==> config.mk <==
export PLATFORM = sky130hd
export DESIGN_NAME = tick_timer
export DESIGN_NICKNAME = d
export VERILOG_FILES = /design/src/rtl/tick_timer.sv
export SDC_FILE = /design/constraint.sdc
export NUM_CORES = 1
export LEC_CHECK = 0
export ABC_AREA = 1
export BUFFER_PORTS_ARGS = -buffer_cell sky130_fd_sc_hd__buf_2
export CORE_MARGIN = 3
export CORE_UTILIZATION = 53
export DETAILED_ROUTE_END_ITERATION = 6
export MAX_ROUTING_LAYER = met4
export PLACE_DENSITY = 0.82
export SLEW_MARGIN = 15
export SYNTH_ARGS = -nofsm -noshare
export SYNTH_HDL_FRONTEND = slang
export SYNTH_SLANG_ARGS = --single-unit
==> constraint.sdc <==
create_clock -name clk -period 1.7 [get_ports clk]
set_clock_uncertainty 0.1 [all_clocks]
set_input_delay 0.085 -clock clk [delete_from_list [all_inputs] [get_ports clk]]
set_output_delay 0.085 -clock clk [all_outputs]
set_load 0.005 [all_outputs]
==> src/rtl/tick_timer.sv <==
`timescale 1ns/1ps
module tick_timer #(
  parameter int W  = 8,
  parameter int RW = 3
) (
  input  logic          clk,
  input  logic          rst_n,
  input  logic          wdt_rst,
  input  logic          osc_div4,
  input  logic          src_ext,
  input  logic          ext_fall,
  input  logic          ext_pin,
  input  logic          pre_bypass,
  input  logic          sleep,
  input  logic          adc_wake_en,
  input  logic          wr_tmr,
  input  logic          wr_ratio,
  input  logic          wr_pre,
  input  logic          ovf_clr,
  input  logic [W-1:0]  wr_data,
  output logic [W-1:0]  tmr_q,
  output logic [W-1:0]  pre_q,
  output logic [RW-1:0] ratio_q,
  output logic          ovf
);

  localparam logic [W-1:0] ALL1 = {W{1'b1}};

  logic [1:0]   osc_cnt;
  logic [2:0]   pin_sync;
  logic [W-1:0] pre;
  logic [W-1:0] mask;
  logic         cyc_en, int_ev, ext_ev, ev, tick, pre_top, pre_clr;

  // instruction-cycle strobe
  always_ff @(posedge clk or negedge rst_n)
    if (!rst_n) osc_cnt <= '0;
    else        osc_cnt <= osc_cnt + 2'd1;

  assign cyc_en = osc_div4 ? (osc_cnt == 2'd3) : osc_cnt[0];
  assign int_ev = cyc_en & (~sleep | adc_wake_en);

  // pin synchronizer and edge detect
  always_ff @(posedge clk or negedge rst_n)
    if (!rst_n) pin_sync <= '0;
    else        pin_sync <= {pin_sync[1:0], ext_pin};

  assign ext_ev = ext_fall ? (pin_sync[2] & ~pin_sync[1])
                           : (~pin_sync[2] & pin_sync[1]);
  assign ev     = src_ext ? ext_ev : int_ev;

  // prescaler
  assign mask    = ~((ALL1 << ratio_q) << 1);
  assign pre_top = (pre == mask);
  assign tick    = ev & (pre_bypass | pre_top);
  assign pre_clr = wr_tmr | wr_ratio | wdt_rst;

  always_ff @(posedge clk or negedge rst_n)
    if (!rst_n)                  pre <= '0;
    else if (pre_clr)            pre <= '0;
    else if (wr_pre)             pre <= wr_data & mask;
    else if (ev && !pre_bypass)  pre <= pre_top ? '0 : pre + 1'b1;

  always_ff @(posedge clk or negedge rst_n)
    if (!rst_n)        ratio_q <= '0;
    else if (wr_ratio) ratio_q <= wr_data[RW-1:0];

  // timer and overflow flag
  always_ff @(posedge clk or negedge rst_n)
    if (!rst_n)      tmr_q <= '0;
    else if (wr_tmr) tmr_q <= wr_data;
    else if (tick)   tmr_q <= tmr_q + 1'b1;

  always_ff @(posedge clk or negedge rst_n)
    if (!rst_n)                                   ovf <= 1'b0;
    else if (tick && !wr_tmr && tmr_q == ALL1)    ovf <= 1'b1;
    else if (ovf_clr)                             ovf <= 1'b0;

  assign pre_q = pre;

  p_pre_in_range_r3: assert property (@(posedge clk) disable iff (!rst_n)
    (pre_q & ~mask) == '0);

  p_clear_pre_r4: assert property (@(posedge clk) disable iff (!rst_n)
    (wr_tmr || wr_ratio || wdt_rst) |=> pre_q == '0);

  p_tmr_step_r2: assert property (@(posedge clk) disable iff (!rst_n)
    !wr_tmr |=> (tmr_q == $past(tmr_q) || tmr_q == $past(tmr_q) + 1'b1));

  p_wr_tmr_r10: assert property (@(posedge clk) disable iff (!rst_n)
    wr_tmr |=> tmr_q == $past(wr_data));

  p_sleep_hold_r6: assert property (@(posedge clk) disable iff (!rst_n)
    (!src_ext && sleep && !adc_wake_en && !wr_tmr) |=> $stable(tmr_q));

  p_ovf_sticky_r9: assert property (@(posedge clk) disable iff (!rst_n)
    (ovf && !ovf_clr) |=> ovf);

  p_bypass_hold_r8: assert property (@(posedge clk) disable iff (!rst_n)
    (pre_bypass && !wr_tmr && !wr_ratio && !wdt_rst && !wr_pre) |=> $stable(pre_q));

endmodule

After elaboration in Yosys (flattened, before gate mapping)
Cells that the tools add are included.
{"block": "word_totals", "word_cells": 45, "out_inout_bits": 20, "ff_bits": 25, "in_bits": 22}
{"block": "op_classes", "n_addsub": 3, "reduce_logical": 8, "bitwise": 13, "eq_ne": 3, "mux": 11, "shifts": 1}
{"cell": "$mux 8", "n": 6}
{"cell": "$add 8x1->8 const B", "n": 2}
{"cell": "$and 8x8->8", "n": 1}
{"cell": "$eq 8x8->1", "n": 1}
{"cell": "$eq 8x8->1 const B", "n": 1}
{"cell": "$not 8->8", "n": 1}
{"cell": "$shl 8x3->7 const A", "n": 1}
{"cell": "$mux 1", "n": 5}
{"cell": "$and 1x1->1", "n": 4}
{"cell": "$or 1x1->1", "n": 4}
{"cell": "$reduce_bool 2->1", "n": 2}
{"cell": "$logic_and 1x1->1", "n": 3}
{"cell": "$not 1->1", "n": 3}
{"cell": "$reduce_bool 3->1", "n": 1}
{"cell": "$add 2x1->2 const B", "n": 1}
{"cell": "$eq 2x2->1 const B", "n": 1}
{"cell": "$logic_not 1->1", "n": 2}

Depth between registers and ports, before layout
Gate-level depths: netlist of run 1.
{"block": "depth", "ltp_word": 8, "ltp_mapped": 13, "ltp_nobuf": 12}

Worst setup path before layout of run 1
No wires, ideal clock.
{"block": "synth_timing", "kind": "reg-to-reg", "startpoint": "register ratio_q[2]", "endpoint": "register tmr_q[7]", "path_buffers": 1, "t_required_ps": 1534, "arrival_time_ps": 1406, "period_less_slack_ps": 1571, "slack_ps": 129, "stages_incl_launch_ff": 13, "path_cell_list": "dfrtp_1 -> buf_6 -> nor2_2 -> nand2_1 -> nand2_2 -> nand3_2 -> nor2_4 -> nand2_4 -> nand2_4 -> nand2_8 -> nand2_8 -> nand2_2 -> nand2_1"}
{"block": "synth_via", "elab_chain_cells": 6}
{"element": "start: declaration", "line": "23", "rtl": "output logic [RW-1:0] ratio_q,"}
{"element": "start signal: assignment", "line": "66", "rtl": "else if (wr_ratio) ratio_q <= wr_data[RW-1:0];"}
{"element": "$shl 8x3->7", "line": "53", "rtl": "assign mask = ~((ALL1 << ratio_q) << 1);"}
{"element": "$not 8->8", "line": "53"}
{"element": "$eq 8x8->1", "line": "54", "rtl": "assign pre_top = (pre == mask);"}
{"element": "$or 1x1->1", "line": "55", "rtl": "assign tick = ev & (pre_bypass | pre_top);"}
{"element": "$and 1x1->1", "line": "55"}
{"element": "$reduce_bool 2->1 (no source line)"}
{"element": "end signal: assignment", "line": "71", "rtl": "else if (wr_tmr) tmr_q <= wr_data;"}
{"element": "end signal: assignment", "line": "72", "rtl": "else if (tick) tmr_q <= tmr_q + 1'b1;"}
{"element": "end: declaration", "line": "21", "rtl": "output logic [W-1:0] tmr_q,"}
No other way between the ends.
A chain may end at the register's enable or synchronous reset.

Worst setup path in the final report of run 1
{"block": "layout_timing", "startpoint": "register ratio_q[2]", "endpoint": "register tmr_q[0]"}
Same word-level chain as after synthesis.

==> tab_implementation.tex, run 1 <==
\begin{tabular}{lr}
\hline
Metric & Value \\
\hline
\multicolumn{2}{l}{\textbf{Placement}} \\
Detailed-placement wirelength estimate & roughly 3400 um \\
Routability congestion estimate & 0.957 \\
Number of buffer cells added on primary ports & 41 \\
Dpl ws & -0.0429 ns \\
\multicolumn{2}{l}{\textbf{Pwr}} \\
Static power due to leakage & between 1 and 1.5 nW \\
Cell Pwr Density & a little over 600 mW/mm\^{}2 \\
Worst vdd rail ir drop & approximately 0.37 mV \\
\multicolumn{2}{l}{\textbf{Timing}} \\
Tightest Pin Transition & approximately 0.54 ns \\
Period utilization & 1.00 \\
Crit path time final & approximately 1.7 ns \\
Slew Limit Headroom & 0.637 \\
Unrepaired setup endpoints after global routing & true \\
Setup ws final & -0.00780 ns \\
Final Hold Viols & 0 \\
Fmax & around 600 MHz \\
Total setup violations reported at the end of the flow & 2 \\
Count of pins over their slew limit & 0 \\
\multicolumn{2}{l}{\textbf{Die}} \\
Width of the die & about 63 um \\
Number of cell rows & 20 \\
Starting Density & 0.562 \\
Vert. Die Dim & 63.4 um \\
I/O pins & 42 \\
Placeable core area & between 0.003 and 0.004 mm\^{}2 \\
DIE AREA & about 0.004 mm\^{}2 \\
\multicolumn{2}{l}{\textbf{Global route}} \\
Pin count of the biggest net entering global routing & 26 \\
Global route overflow & 0 \\
Vias in the first global route & about 1700 \\
Number of antenna violations at the first check in global routing & 0 \\
Global-route wire length before repair & approximately 7600 um \\
All-Layer GR Usage & 0.244 \\
\multicolumn{2}{l}{\textbf{Detailed routing}} \\
Routed wire per std cell & $\sim$13 um \\
Pre-Repair DR Iteration Count & 4 \\
Number of remaining DRC errors & 0 \\
Number of DRC markers after the initial detailed-route iteration & 139 \\
Number of nets with antenna violations after routing & 0 \\
Vias after detailed routing & roughly 1800 \\
Drt total wl & about 4500 um \\
Average via count per standard cell & 5.04 \\
\multicolumn{2}{l}{\textbf{Clock tree}} \\
Root buffer cell & sky130\_fd\_sc\_hd\_\_clkbuf\_4 \\
Clk Latency, worst-skew pair & between 0.3 and 0.4 ns \\
Sink count of the clock tree & 25 \\
Reg clk slew, reported paths & between 0.1 and 0.15 ns \\
CTS tree & built \\
Buffer levels on the longest clock path & 2 \\
Number of clock buffers inserted by TritonCTS & 3 \\
Total number of H-tree levels & 1 \\
\multicolumn{2}{l}{\textbf{Final layout}} \\
Share of layout cells above drive strength 1 & 0.308 \\
Number of antenna cells inserted & 0 \\
Number of nets in the layout & between 300 and 400 \\
Final standard cell utilization of the core & 0.727 \\
Synth-to-layout area growth & 29.4\% \\
\multicolumn{2}{l}{\textbf{Synthesis}} \\
Post-synthesis area per instance & 7.06 um\^{}2 \\
Post-synthesis instance total & $\sim$250 \\
Synthesized cell area & approximately 0.0017 mm\^{}2 \\
Cell type with the highest aggregate area in the netlist & sky130\_fd\_sc\_hd\_\_dfrtp\_1 \\
Synthesized flop and latch total & 25 \\
Share of the yosys chip area belonging to registers & 0.359 \\
Synth Warn \# & 0 \\
Share of the synthesized area in the top cell type & 0.359 \\
Cell types with the largest area share after synthesis & sky130\_fd\_sc\_hd\_\_dfrtp\_1 (36\%), sky130\_fd\_sc\_hd\_\_nand2\_1 (18\%), sky130\_fd\_sc\_hd\_\_nand3\_1 (7.5\%) \\
Number of library cell types mapped by synthesis & 29 \\
Net Count, Synth & around 270 \\
\multicolumn{2}{l}{\textbf{Min path}} \\
Terminating pin of the worst hold path & pre\_q[6] \\
Hold-critical path depth & 5 \\
Worst hold-check path type & primary input to register \\
Hold path startpoint & wr\_data[6] \\
\multicolumn{2}{l}{\textbf{Run status}} \\
Status & complete, but fails checks \\
Failing checks & setup timing \\
\multicolumn{2}{l}{\textbf{Setup path}} \\
Kind of start point of the critical path & register \\
Family with the most delay on the worst path & simple AND/OR/NAND/NOR gates \\
Reg2reg setup slack & -0.008 ns \\
R2R depth & 11 \\
Startpoint-to-endpoint class of the critical path & register to register \\
Critical path peak fanout & 9 \\
Reg-to-reg startpoint & ratio\_q[2] \\
Cells traversed along the worst timing path & nand2\_4 > nand2\_2 > nand2\_1 > nand3\_2 > nor2\_4 > nand2\_4 > nand2\_4 > nand2\_8 > nand2\_8 > nand2\_2 > nand2\_1 \\
Worst path buffer plus inverter count & 0 \\
Endpoint of the lowest-slack register-to-register path & tmr\_q[0] \\
CP arrival & between 1.5 and 2 ns \\
Most used cell, CP & sky130\_fd\_sc\_hd\_\_nand2\_4 \\
Element type at the critical path end & register \\
Cell depth of the worst setup path & 11 \\
Data required time at the worst endpoint & 1.88 ns \\
Delay contributed by the slowest stage of the critical path & $\sim$0.52 ns \\
CP max stage cell & sky130\_fd\_sc\_hd\_\_dfrtp\_2 \\
\multicolumn{2}{l}{\textbf{Flow run}} \\
Reported max-cap violation count & 0 \\
\hline
\end{tabular}
==> synthesized netlist by cell type <==
library cell / count
sky130_fd_sc_hd__nand3_1: 26
sky130_fd_sc_hd__a21oi_1: 7
sky130_fd_sc_hd__nand3_2: 3
sky130_fd_sc_hd__ha_1: 3
sky130_fd_sc_hd__and2_2: 1
sky130_fd_sc_hd__nand2_8: 2
sky130_fd_sc_hd__inv_1: 22
sky130_fd_sc_hd__o21ai_0: 15
sky130_fd_sc_hd__dfrtp_1: 25
sky130_fd_sc_hd__nor3_1: 1
sky130_fd_sc_hd__buf_6: 1
sky130_fd_sc_hd__o21bai_1: 1
sky130_fd_sc_hd__o21ai_2: 1
sky130_fd_sc_hd__clkinv_1: 1
sky130_fd_sc_hd__a31oi_1: 1
sky130_fd_sc_hd__nand4_1: 2
sky130_fd_sc_hd__nor2_4: 2
sky130_fd_sc_hd__xnor2_1: 4
sky130_fd_sc_hd__nand3b_1: 3
sky130_fd_sc_hd__inv_2: 2
sky130_fd_sc_hd__nand2_1: 82
sky130_fd_sc_hd__and3_1: 1
sky130_fd_sc_hd__xor2_1: 4
sky130_fd_sc_hd__nand2_2: 11
sky130_fd_sc_hd__clkbuf_1: 3
sky130_fd_sc_hd__and3b_1: 1
sky130_fd_sc_hd__nor2_2: 1
sky130_fd_sc_hd__nor2_1: 19
sky130_fd_sc_hd__nand2_4: 2
==> sequential cells by signal (all words and copies together), names as in the netlist <==
| name | count |
|---|---|
| ratio_q | 3 |
| ovf | 1 |
| osc_cnt | 2 |
| pin_sync | 3 |
| tmr_q | 8 |
| pre_q | 8 |
==> worst reg2reg max path, stage by stage (launching register included) <==
cell and delay [ns]:
sky130_fd_sc_hd__dfrtp_2 0.52, sky130_fd_sc_hd__nand2_4 0.13, sky130_fd_sc_hd__nand2_2 0.06, sky130_fd_sc_hd__nand2_1 0.09, sky130_fd_sc_hd__nand3_2 0.10, sky130_fd_sc_hd__nor2_4 0.14, sky130_fd_sc_hd__nand2_4 0.09, sky130_fd_sc_hd__nand2_4 0.11
sky130_fd_sc_hd__nand2_8 0.08, sky130_fd_sc_hd__nand2_8 0.11, sky130_fd_sc_hd__nand2_2 0.06, sky130_fd_sc_hd__nand2_1 0.06
==> layer usage <==
metal	routed length (um)	vias up	global-route usage
li1	-	917	-
met4	100	0	0.0809
met2	2140	63	0.395
met3	242	12	0.0232
met5	0	-	-
met1	2020	804	0.321
==> where the power goes <==
group	internal, mW	leakage, nW	total, mW	switching, mW
clock	0.0885	0.0177	0.280	0.192
sequential	0.640	0.317	0.704	0.0634
combinational	0.188	0.895	0.418	0.230
==> through the flow <==
step / instances / hold slack (ns) / area [um^2] / setup TNS, ns / total power, mW
6_report: 356 / 0.00413 / 2260 / -0.00811 / 1.40
3_5_place_dp: 339 / 0.00505 / 2060 / -0.215 / 1.09
5_1_grt: 356 / 0.00799 / 2260 / -1.35 / 1.49
3_3_place_gp: 339 / -0.00236 / 2060 / -0.000175 / 1.09
4_1_cts: 354 / 0.00191 / 2220 / 0 / 1.38
2_1_floorplan: 247 / -0.311 / 1740 / 0 / 0.938
==> timing repair <==
item	CTS	global route
endpoints found under the setup margin	8	16
gates resized for setup	6	8
buffers inserted	1	2
hold endpoints to repair	30	0
hold buffers	10	0
pin swaps	3	6
==> kinds of logic (layout without fill, tap and decap cells) <==
family,after synthesis,in the layout,synth area share
AO/OA/AOI/OAI,25,25,0.0760
adder cells (fa/ha/maj),3,3,0.0215
AND/OR/NAND/NOR,157,157,0.437
flip-flops,25,25,0.359
XOR/XNOR,8,8,0.0402
buffers and inverters,29,94,0.0667
==> worst max path at each step <==
stage / to / slack (ns) / startpoint
finish: tmr_q[0] / -0.008 / ratio_q[2]
CTS: tmr_q[0] / 0.003 / ratio_q[2]
global placement: tmr_q[2] / -0.0002 / ratio_q[2]
detailed placement: tmr_q[0] / -0.04 / ratio_q[2]
global route: tmr_q[0] / -0.13 / ratio_q[2]
floorplan: tmr_q[7] / 0.13 / ratio_q[2]
==> area by class of cell <==
class | instances | area (um^2)
Multi-Input combinational cell | 193 | 1040
Fill cell | 267 | 846
Sequential cell | 25 | 628
Timing Repair Buffer | 65 | 410
Inverter | 25 | 93.8
Tap cell | 44 | 55.1
Clock buffer | 3 | 22.5
Clock inverter | 1 | 5.00
==> layout by cell type (no fill, tap or decap), types with 7 or more instances in the layout <==
cell                             n
sky130_fd_sc_hd__nor2_1         17
sky130_fd_sc_hd__buf_4          14
sky130_fd_sc_hd__dlygate4sd3_1  10
sky130_fd_sc_hd__buf_2          41
sky130_fd_sc_hd__o21ai_0        15
sky130_fd_sc_hd__nand2_2        16
sky130_fd_sc_hd__nand2_1        76
sky130_fd_sc_hd__a21oi_1         7
sky130_fd_sc_hd__inv_1          22
sky130_fd_sc_hd__dfrtp_1        23
sky130_fd_sc_hd__nand3_1        25
Note: power is estimated with default switching activity, not from simulation.
==> inputs of run 2 (changes only) <==
Settings changed: CORE_ASPECT_RATIO set to 1.5.
==> run 2 against run 1 <==
  * The run now ends clean
  * Clock power grew 23%
  * Combinational power is essentially flat
  * Utilization grew 0.98 points
  * Cell count shrank 3.1%
  * Critical path depth is the same
  * Hold slack gained 0.0048 ns
  * Sequential share of layout area grew 0.38 points
  * Register-to-register slack gained 0.04 ns
  * Design area shrank 0.94%
  * Via count grew 2.1%
  * Critical endpoint is now pre_q[7]
  * Largest power group unchanged
  * Highest routed layer unchanged
==> tab_implementation.tex, run 2 (synthesized netlist as in run 1, its figures left out) <==
\begin{tabular}{lr}
\hline
Metric & Value \\
\hline
\multicolumn{2}{l}{\textbf{Run status}} \\
Status & finished, final reports clean (was complete, but fails checks) \\
\multicolumn{2}{l}{\textbf{Die}} \\
Number of cell rows & 24 (was 20) \\
Placeable core area & 0.00303 mm\^{}2 (was 0.00310 mm\^{}2) \\
I/O pins & 42 (unchanged) \\
Width of the die & 52.8 um (was 63.4 um) \\
Starting Density & 0.575 (was 0.562) \\
DIE AREA & 0.00403 mm\^{}2 (was 0.00402 mm\^{}2) \\
Vert. Die Dim & 76.3 um (was 63.4 um) \\
\multicolumn{2}{l}{\textbf{Detailed routing}} \\
Number of DRC markers after the initial detailed-route iteration & 47 (was 139) \\
Average via count per standard cell & 5.31 (was 5.04) \\
Vias after detailed routing & 1833 (was 1796) \\
Number of nets with antenna violations after routing & 0 (unchanged) \\
Wire length on met1 & 1840 um (was 2020 um) \\
Pre-Repair DR Iteration Count & 4 (unchanged) \\
Uppermost layer routed & met4 (unchanged) \\
Drt total wl & 4720 um (was 4510 um) \\
Met3 layer wire length in the routed design & 172 um (was 242 um) \\
Number of remaining DRC errors & 0 (unchanged) \\
Routed wire per std cell & 13.7 um (was 12.7 um) \\
Routed length on met2 & 2550 um (was 2140 um) \\
\multicolumn{2}{l}{\textbf{Timing}} \\
Slew Limit Headroom & 0.632 (was 0.637) \\
Period utilization & 0.989 (was 1.00) \\
Setup ws final & 0.0180 ns (was -0.00780 ns) \\
Fmax & 595 MHz (was 586 MHz) \\
Unrepaired setup endpoints after global routing & true (unchanged) \\
Final Hold Viols & 0 (unchanged) \\
Total setup violations reported at the end of the flow & 0 (was 2) \\
Count of pins over their slew limit & 0 (unchanged) \\
Crit path time final & 1.68 ns (was 1.71 ns) \\
Tightest Pin Transition & 0.551 ns (was 0.544 ns) \\
Worst slack on hold paths & 0.00890 ns (was 0.00413 ns) \\
\multicolumn{2}{l}{\textbf{Clock tree}} \\
CTS tree & built (unchanged) \\
Root buffer cell & sky130\_fd\_sc\_hd\_\_clkbuf\_8 (was sky130\_fd\_sc\_hd\_\_clkbuf\_4) \\
Total number of H-tree levels & 1 (unchanged) \\
Number of clock buffers inserted by TritonCTS & 3 (unchanged) \\
Reg clk slew, reported paths & 0.08 ns (was 0.14 ns) \\
Buffer levels on the longest clock path & 2 (unchanged) \\
Sink count of the clock tree & 25 (unchanged) \\
Clk Latency, worst-skew pair & 0.27 ns (was 0.33 ns) \\
\multicolumn{2}{l}{\textbf{Final layout}} \\
Commonest non-fill, non-tap cells in the layout & sky130\_fd\_sc\_hd\_\_nand2\_1 (73), sky130\_fd\_sc\_hd\_\_buf\_2 (41), sky130\_fd\_sc\_hd\_\_nand3\_1 (25) (was sky130\_fd\_sc\_hd\_\_nand2\_1 (76), sky130\_fd\_sc\_hd\_\_buf\_2 (41), sky130\_fd\_sc\_hd\_\_nand3\_1 (25)) \\
Leading cell type in the layout, fill and taps excluded & sky130\_fd\_sc\_hd\_\_nand2\_1 (unchanged) \\
Multi-input combinational cell area & 0.00107 mm\^{}2 (was 0.00104 mm\^{}2) \\
Number of nets in the layout & 332 (was 338) \\
Share of layout cells above drive strength 1 & 0.324 (was 0.308) \\
Filler Cell Count & 260 (was 267) \\
Synth-to-layout area growth & 28.2\% (was 29.4\%) \\
Number of antenna cells inserted & 0 (unchanged) \\
Footprint of the flip-flops and latches & 631 um\^{}2 (was 628 um\^{}2) \\
Final std cells w/o fill & 345 (was 356) \\
Final standard cell utilization of the core & 0.737 (was 0.727) \\
Final non-filler cell area & 0.00224 mm\^{}2 (was 0.00226 mm\^{}2) \\
\multicolumn{2}{l}{\textbf{Pwr}} \\
Worst vdd rail ir drop & 0.732 mV (was 0.370 mV) \\
Share of power burned in combinational logic & 0.284 (was 0.298) \\
Cell-internal power & 993 uW (was 917 uW) \\
Proportion of total power due to net switching & 0.325 (was 0.346) \\
Net load switching power & 478 uW (was 485 uW) \\
Clock network power share & 0.234 (was 0.200) \\
Sequential fraction of design power & 0.483 (was 0.502) \\
Static power due to leakage & 1.22 nW (was 1.23 nW) \\
Cell Pwr Density & 658 mW/mm\^{}2 (was 621 mW/mm\^{}2) \\
\multicolumn{2}{l}{\textbf{Placement}} \\
Detailed-placement wirelength estimate & 3550 um (was 3430 um) \\
Number of placed instances with taps included & 329 (was 339) \\
Routability congestion estimate & 0.896 (was 0.957) \\
Number of buffer cells added on primary ports & 41 (unchanged) \\
Cell area reported after detailed placement & 0.00202 mm\^{}2 (was 0.00206 mm\^{}2) \\
Dpl ws & -0.0568 ns (was -0.0429 ns) \\
\multicolumn{2}{l}{\textbf{Flow run}} \\
Reported max-cap violation count & 0 (unchanged) \\
\multicolumn{2}{l}{\textbf{Global route}} \\
Number of antenna violations at the first check in global routing & 0 (unchanged) \\
Global route overflow & 0 (unchanged) \\
Vias in the first global route & 1693 (was 1672) \\
Pin count of the biggest net entering global routing & 26 (unchanged) \\
All-Layer GR Usage & 0.251 (was 0.244) \\
Global-route wire length before repair & 7530 um (was 7580 um) \\
\multicolumn{2}{l}{\textbf{Setup path}} \\
Element type at the critical path end & register (unchanged) \\
CP arrival & 1.74 ns (was 1.89 ns) \\
Kind of start point of the critical path & primary input (was register) \\
Startpoint-to-endpoint class of the critical path & primary input to register (was register to register) \\
R2R depth & 11 (unchanged) \\
Data required time at the worst endpoint & 1.76 ns (was 1.88 ns) \\
Critical path peak fanout & 7 (was 9) \\
\multicolumn{2}{l}{\textbf{Min path}} \\
Worst hold-check path type & primary input to register (unchanged) \\
Hold-critical path depth & 3 (was 5) \\
\hline
\end{tabular}
-- run 2: final cells by class --
type	count	area share
clock buffers	4	0.0201
inverters	25	0.0420
multi-input cells	194	0.478
flip-flops and latches	25	0.282
well taps	39	0.0218
repair buffers	58	0.156
-- run 2: path summary, 6_finish.rpt --
kind                            slack (ns)        start          end
min in group asynchronous             0.23        rst_n     pre_q[5]
worst max-delay path                  0.02     wr_ratio     pre_q[7]
max in group asynchronous             0.86        rst_n   ratio_q[2]
worst min register to register        0.26  pin_sync[0]  pin_sync[1]
worst min-delay path                 0.009   wr_data[0]   ratio_q[0]
worst max register to register        0.03   ratio_q[2]     tmr_q[7]
-- run 2: power groups by stage --
stage,sequential [mW],combinational (mW),clock [mW]
global placement,0.712,0.366,0
floorplan,0.704,0.234,0
detailed placement,0.715,0.370,0
global route,0.718,0.466,0.372
finish,0.710,0.417,0.344
CTS,0.707,0.392,0.352
-- run 2: metal layers --
metal / global-route usage / up-vias
li1: - / 906
met1: 0.283 / 863
met2: 0.439 / 54
met3: 0.0196 / 10
met4: 0.102 / 0
met5: - / -
-- run 2: critical path, stage by stage --
cell and delay [ns]:
sky130_fd_sc_hd__dlygate4sd3_1 0.53, sky130_fd_sc_hd__buf_2 0.16, sky130_fd_sc_hd__nor3_1 0.27, sky130_fd_sc_hd__inv_1 0.09, sky130_fd_sc_hd__nor2_1 0.12, sky130_fd_sc_hd__nand2_1 0.09, sky130_fd_sc_hd__nand2_1 0.09, sky130_fd_sc_hd__buf_4 0.15
sky130_fd_sc_hd__nor2_1 0.05, sky130_fd_sc_hd__nand2_1 0.07, sky130_fd_sc_hd__nand2_1 0.04
-- run 2: what timing repair did --
item / 4_1_cts / 5_1_grt
hold buffers: 6 / 0
gates resized for setup: 6 / 15
pin swaps: 0 / 2
hold endpoints to repair: 29 / 0
setup endpoints to repair: 8 / 14
setup buffers: 1 / 4
cloned: 0 / 1
-- run 2: stage by stage --
stage / power (mW) / TNS [ns]
after floorplan: 0.938 / 0
after global placement: 1.08 / -0.00958
after global routing: 1.56 / -0.868
after CTS: 1.45 / 0
final: 1.47 / 0
after detailed placement: 1.08 / -0.414
